--- config.mk ---
export PLATFORM = sky130hd
export DESIGN_NAME = bpred_majority
export DESIGN_NICKNAME = d
export VERILOG_FILES = /design/src/rtl/bpred_majority.sv
export SDC_FILE = /design/constraint.sdc
export NUM_CORES = 1
export LEC_CHECK = 0
export ABC_AREA = 1
export BUFFER_PORTS_ARGS = -buffer_cell sky130_fd_sc_hd__buf_4
export CAP_MARGIN = 0
export CELL_PAD_IN_SITES_DETAIL_PLACEMENT = 1
export CELL_PAD_IN_SITES_GLOBAL_PLACEMENT = 1
export CORE_MARGIN = 2
export CORE_UTILIZATION = 47
export CTS_BUF_LIST = sky130_fd_sc_hd__clkbuf_4 sky130_fd_sc_hd__clkbuf_8
export CTS_CLUSTER_DIAMETER = 30
export DETAILED_ROUTE_END_ITERATION = 8
export PLACE_DENSITY_LB_ADDON = 0.1
export SYNTH_ARGS = -nofsm -noshare
export SYNTH_HDL_FRONTEND = slang
export SYNTH_SLANG_ARGS = --single-unit
--- constraint.sdc ---
create_clock -name clk -period 4.7 [get_ports clk]
set_clock_uncertainty 0.15 [all_clocks]
set_input_delay 0.235 -clock clk [delete_from_list [all_inputs] [get_ports clk]]
set_output_delay 0.235 -clock clk [all_outputs]
set_load 0.01 [all_outputs]
--- src/rtl/bpred_majority.sv ---
module bpred_majority #(
  parameter int PC_W    = 32,
  parameter int ENTRIES = 16,
  parameter int IDX_LSB = 2,
  parameter int HIST_W  = 3
) (
  input  logic            clk,
  input  logic            rst_n,
  input  logic            lk_valid,
  input  logic [PC_W-1:0] lk_pc,
  input  logic [1:0]      lk_kind,
  input  logic            upd_valid,
  input  logic [PC_W-1:0] upd_pc,
  input  logic            upd_taken,
  output logic            pred_valid,
  output logic            pred_taken
);
  localparam int IDX_W = $clog2(ENTRIES);
  localparam int CNT_W = $clog2(HIST_W + 1);
  localparam logic [CNT_W-1:0] FULL = CNT_W'(HIST_W);
  localparam logic [1:0] K_COND = 2'b00;
  localparam logic [1:0] K_LOOP = 2'b01;

  logic [ENTRIES-1:0][HIST_W-1:0] hist_q;
  logic [ENTRIES-1:0][CNT_W-1:0]  fill_q;

  logic [IDX_W-1:0] lk_idx, upd_idx;
  assign lk_idx  = lk_pc[IDX_LSB +: IDX_W];
  assign upd_idx = upd_pc[IDX_LSB +: IDX_W];

  logic unused_pc_bits;
  assign unused_pc_bits = ^{lk_pc[PC_W-1:IDX_LSB+IDX_W], lk_pc[IDX_LSB-1:0],
                            upd_pc[PC_W-1:IDX_LSB+IDX_W], upd_pc[IDX_LSB-1:0]};

  for (genvar i = 0; i < ENTRIES; i++) begin : g_entry
    logic hit;
    assign hit = upd_valid && (upd_idx == IDX_W'(i));
    always_ff @(posedge clk or negedge rst_n) begin
      if (!rst_n) begin
        hist_q[i] <= '0;
        fill_q[i] <= '0;
      end else if (hit) begin
        hist_q[i] <= {hist_q[i][HIST_W-2:0], upd_taken};
        if (fill_q[i] != FULL) fill_q[i] <= fill_q[i] + 1'b1;
      end
    end
  end

  logic [HIST_W-1:0] rd_hist;
  logic              rd_full, vote, static_dir, next_dir;
  assign rd_hist    = hist_q[lk_idx];
  assign rd_full    = (fill_q[lk_idx] == FULL);
  assign vote       = ($countones(rd_hist) > (HIST_W / 2));
  assign static_dir = (lk_kind != K_COND);

  always_comb begin
    if (lk_kind == K_COND || lk_kind == K_LOOP)
      next_dir = rd_full ? vote : static_dir;
    else
      next_dir = 1'b1;
  end

  always_ff @(posedge clk or negedge rst_n) begin
    if (!rst_n) begin
      pred_valid <= 1'b0;
      pred_taken <= 1'b0;
    end else begin
      pred_valid <= lk_valid;
      pred_taken <= lk_valid & next_dir;
    end
  end
endmodule

# ---- Word level (Yosys, flattened, before mapping)
# Index checks and enable logic that the tools add are counted.
dict set report word_totals {
  ff_bits 82
  elab_cells 130
}
dict set report classes {
  n_lt_le_gt_ge 2
  bitwise 1
  n_mux 6
  eq_ne 33
  reduce_logical 36
  addsub 18
}
# op count
set ops {}
lappend ops {{$add 2x1->2 const B} 16}
lappend ops {{$eq 4x4->1 const B} 8}
lappend ops {{$ne 2x2->1 const B} 16}
lappend ops {{$reduce_and 2->1} 16}
lappend ops {{$eq 4x3->1 const B} 4}
lappend ops {{$logic_and 1x1->1} 16}
lappend ops {{$bmux 3 s4} 1}
lappend ops {{$bmux 2 s4} 1}
lappend ops {{$eq 4x2->1 const B} 2}
lappend ops {{$lt 4x5->1 const B} 1}
lappend ops {{$eq 4x1->1 const B} 1}
lappend ops {{$logic_not 4->1} 1}
lappend ops {{$add 2x1->3} 1}
lappend ops {{$gt 3x1->1 const B} 1}
lappend ops {{$mux 3} 1}
lappend ops {{$add 1x1->2} 1}
lappend ops {{$eq 2x1->1 const B} 1}
lappend ops {{$eq 2x2->1 const B} 1}
lappend ops {{$logic_not 2->1} 1}
lappend ops {{$mux 1} 2}
lappend ops {{$mux 2} 1}
lappend ops {{$reduce_bool 2->1} 1}
lappend ops {{$and 1x1->1} 1}
lappend ops {{$logic_or 1x1->1} 1}

# ---- Longest topological paths before layout
dict set report logic_depth {
  word_depth 8
  depth_mapped 14
  ltp_nobuf 11
}

# ---- Least setup slack after synthesis
# Ideal clock, no wire load.
dict set report synth_path {
  path_type {in2reg}
  start {input lk_pc[3]}
  end {register pred_taken}
  n_path_buf 3
  setup_ns 0.077
  cell_stages 14
  arrival_ns 1.665
  path_slack_ns 2.808
  path_cell_list {buf_2 > inv_1 > buf_2 > buf_2 > a21oi_1 > o21ai_0 > o211ai_1 > nand3_1 > nand2_1 > ha_1 > nand3_1 > nand2_1 > nand2_1 > a21oi_1}
}
dict set report synth_via {
  elab_chain_cells 8
}
# element line
set synth_lines {}
lappend synth_lines {{start: declaration} 10} ;# input logic [PC_W-1:0] lk_pc,
lappend synth_lines {{$bmux 3 s4} 51} ;# assign rd_hist = hist_q[lk_idx];
lappend synth_lines {{$mux 3 (not written as such)} 51}
lappend synth_lines {{$add 1x1->2 (not written as such)} 53} ;# assign vote = ($countones(rd_hist) > (HIST_W / 2));
lappend synth_lines {{$add 2x1->3 (not written as such)} 53}
lappend synth_lines {{$gt 3x1->1} 53}
lappend synth_lines {{$mux 1 (*)} 58} ;# next_dir = rd_full ? vote : static_dir;
lappend synth_lines {{$mux 1 (*)} 57} ;# if (lk_kind == K_COND || lk_kind == K_LOOP)
lappend synth_lines {{$and 1x1->1 (*)} 69} ;# pred_taken <= lk_valid & next_dir;
lappend synth_lines {{end signal: assignment} 69}
lappend synth_lines {{end: declaration} 16} ;# output logic pred_taken
# Every way passes the cells marked *; elsewhere a longest branch is shown, timed or not. The select of a mux whose other input is x is not followed.
# A chain may end at the register's enable or synchronous reset.

# ---- Worst setup path after layout
dict set report layout_path {
  start {input lk_pc[2]}
  end {register pred_taken}
}
# Same word-level chain as after synthesis.

==> results.sh <==
export IMPL_status="complete, no violations"
export IMPL_nFillCells=1008
export IMPL_clk_pin_slew_ns=0.09
export IMPL_top_layer_used="met4"
export IMPL_worst_pin_slew_ns=1.08
export IMPL_dominantRegCellSynth="dfrtp_1"
export IMPL_synth_cell_types=25
export IMPL_synth_common_cells="nand2_1, dfrtp_1, o21ai_0"
export IMPL_dieWidth_um=98.7
export IMPL_ys_seq_elements=82
export IMPL_vias=3205
export IMPL_synth_avg_cell_area_um2=8.87
export IMPL_clk_latency_ns=0.36
export IMPL_async_flop_share_pct=100
export IMPL_drtIter0Drc=107
export IMPL_dr_wl_met2_um=4920
export IMPL_dieArea_um2=9740
export IMPL_finalNetCount=582
export IMPL_cp_buffers_inverters=3
export IMPL_required_ns=4.81
export IMPL_p_leak_nw=2.25
export IMPL_grt_use_total_pct=21.3
export IMPL_synth_top_area_cell="dfrtp_1"
export IMPL_tns_ns=0
export IMPL_crit_type="primary input to register"
export IMPL_crit_path_cell_trace="buf_4 -> inv_1 -> nand3_1 -> nand3_1 -> nand3_1 -> nand3_1 -> nand2_1 -> a21oi_1 -> dlygate4sd3_1 -> a21oi_1"
export IMPL_chipHeight_um=98.7
export IMPL_tritoncts="built"
export IMPL_drt_met1_wl_um=4360
export IMPL_holdWs_ns=0.0615
export IMPL_cp_start_kind="primary input"
export IMPL_post_place_ws_ns=1.96
export IMPL_setup_viol=0
export IMPL_crit_family="buffers and inverters"
export IMPL_num_io_pins=73
export IMPL_worstHoldStart="upd_taken"
export IMPL_wl_met3_um=237
export IMPL_routedWlPerCell_um=16.0
export IMPL_cts_sinks=82
export IMPL_antenna_found_initial=0
export IMPL_slew_headroom_pct=27.9
export IMPL_rsz0062_at_grt="no"
export IMPL_grt_pass1_vias=3381
export IMPL_hold_path_end="hist_q[30]"
export IMPL_grt_pass1_wl_um=16300
export IMPL_drv_slew=0
export IMPL_finalInstanceArea_um2=4680
export IMPL_grt_start_max_net_pins=83
export IMPL_setup_slack_ns=2.12
export IMPL_root_buffer="clkbuf_8"
export IMPL_synth_top_area_share_pct=48.7
export IMPL_htreeDepth=3
export IMPL_hold_buffers=4
export IMPL_synth_seq_area_share_pct=48.7
export IMPL_irDropWorstVdd_v=0.000211
export IMPL_r2r_end="pred_taken"
export IMPL_synth_area_um2=4210
export IMPL_reg2reg_depth=10
export IMPL_synth_edf_count=0
export IMPL_coreArea_um2=8720
export IMPL_synth_most_common_cell="nand2_1"
export IMPL_cts_path_max_buffers=2
export IMPL_cpMostUsedCell="nand3_1"
export IMPL_area_growth_pct=11.1
export IMPL_synth_cells=475
export IMPL_portBuffers=16
export IMPL_cts_buffers=9
export IMPL_path_max_fanout=32
export IMPL_post_cts_setup_buffers=0
export IMPL_crit_arrival_ns=2.69
export IMPL_fin_crit_ns=2.58
export IMPL_drtAntennaViolNets=0
export IMPL_synth_area_leaders="dfrtp_1, nand2_1, o21ai_0"
export IMPL_firstDrtPassIters=4
export IMPL_power_w=0.00223
export IMPL_dpl_hpwl_um=6490
export IMPL_yosysWarningCount=0
export IMPL_drv_cap=0
export IMPL_fmax_mhz=387
export IMPL_start_util_pct=48.3
export IMPL_routed_wl_um=9690
export IMPL_route_detailed_drc=0
export IMPL_timing_final_crit_share_pct=54.9
export IMPL_drive_above_1_share_pct=18.0
export IMPL_rows=34
export IMPL_end_kind="register"
export IMPL_post_cts_resized=0
export IMPL_grt_overflow=0
export IMPL_dpl_cell_area_um2=4410
export IMPL_regToRegStartpoint="fill_q[1]"
export IMPL_syn_num_nets=563
export IMPL_hold_depth=3
export IMPL_r2r_setup_slack_ns=2.65
export IMPL_vias_per_cell=5.28
export IMPL_gp_congestion=0.778
export IMPL_hold_viol_final=0
export IMPL_crit_path_top_delay_cell="inv_1"
export IMPL_hp_class="primary input to register"
export IMPL_antenna_cells=0
export IMPL_power_density_nw_per_um2=477
export IMPL_max_stage_delay_ns=0.81
## flip-flops by register name, indices dropped and copies added, names as in the netlist
register,flops
fill_q,32
hist_q,48
pred_taken,1
pred_valid,1
## power by group
part | switching [W] | leakage, nW | internal (W)
Combinational | 0.000260 | 1.13 | 0.000271
Sequential | 0.000178 | 1.01 | 0.000937
Clock | 0.000262 | 0.110 | 0.000326
Total | 0.000700 | 2.25 | 0.00153
## cell families after synthesis
family | count (synthesis) | share of synthesized area [%]
and+or+nand+nor | 207 | 22.8
muxes | 16 | 5.26
adders and majority gates | 17 | 5.05
xor gates and xnor gates | 16 | 3.33
DFF | 82 | 48.7
AOI/OAI and AO/OA | 73 | 8.97
buffers and inverters | 64 | 5.91
## metrics by stage
step / std cells / util [%]
2_1_floorplan: 475 / -
3_3_place_gp: 587 / 50.6
6_report: 607 / 53.7
3_5_place_dp: 587 / 50.6
5_1_grt: 607 / 53.7
4_1_cts: 607 / 53.7
## layout by cell type (no fill, tap or decap), types with 10 or more instances in the layout
| cell type | n |
|---|---|
| dfrtp_1 | 82 |
| inv_1 | 36 |
| ha_1 | 17 |
| nand2_1 | 131 |
| inv_2 | 16 |
| nor2_1 | 14 |
| nand3_1 | 30 |
| buf_4 | 16 |
| o21ai_0 | 54 |
| a21oi_1 | 14 |
| xnor2_1 | 16 |
| mux2_4 | 11 |
| clkbuf_8 | 10 |
## how the worst max path moves through the flow
stage	to	startpoint	depth (start not counted)	slack, ns
detailed placement	pred_taken	lk_pc[2]	11	1.96
global route	pred_taken	lk_pc[2]	10	1.94
finish	pred_taken	lk_pc[2]	10	2.12
CTS	pred_taken	lk_pc[2]	10	2.20
global placement	pred_taken	lk_pc[2]	11	1.96
floorplan	pred_taken	lk_pc[3]	14	2.81
## layout make-up
| cell class | count | area, µm² | share of cell area (%) |
|---|---|---|---|
| Sequential cell | 82 | 2050 | 43.8 |
| Timing Repair Buffer | 20 | 160 | 3.42 |
| Inverter | 52 | 195 | 4.17 |
| Tap cell | 108 | 135 | 2.89 |
| Clock inverter | 4 | 75.1 | 1.60 |
| Multi-Input combinational cell | 329 | 1910 | 40.8 |
| Clock buffer | 12 | 153 | 3.26 |
## per-layer routing
metal,global-route usage [%],up-vias
met5,0,-
met3,3.33,17
met2,36.8,49
met4,8.96,0
li1,-,1554
met1,26.6,1585
## worst reg2reg max path, stage by stage (launching register included)
cell and delay [ns]:
dfrtp_1 0.41, nand2_1 0.09, nand2_1 0.05, nand2_1 0.09
nand2_1 0.05, nand3_1 0.13, nand3_1 0.11, nand2_1 0.13
a21oi_1 0.09, dlygate4sd3_1 0.57, a21oi_1 0.12
Note: power is estimated with default switching activity, not from simulation.
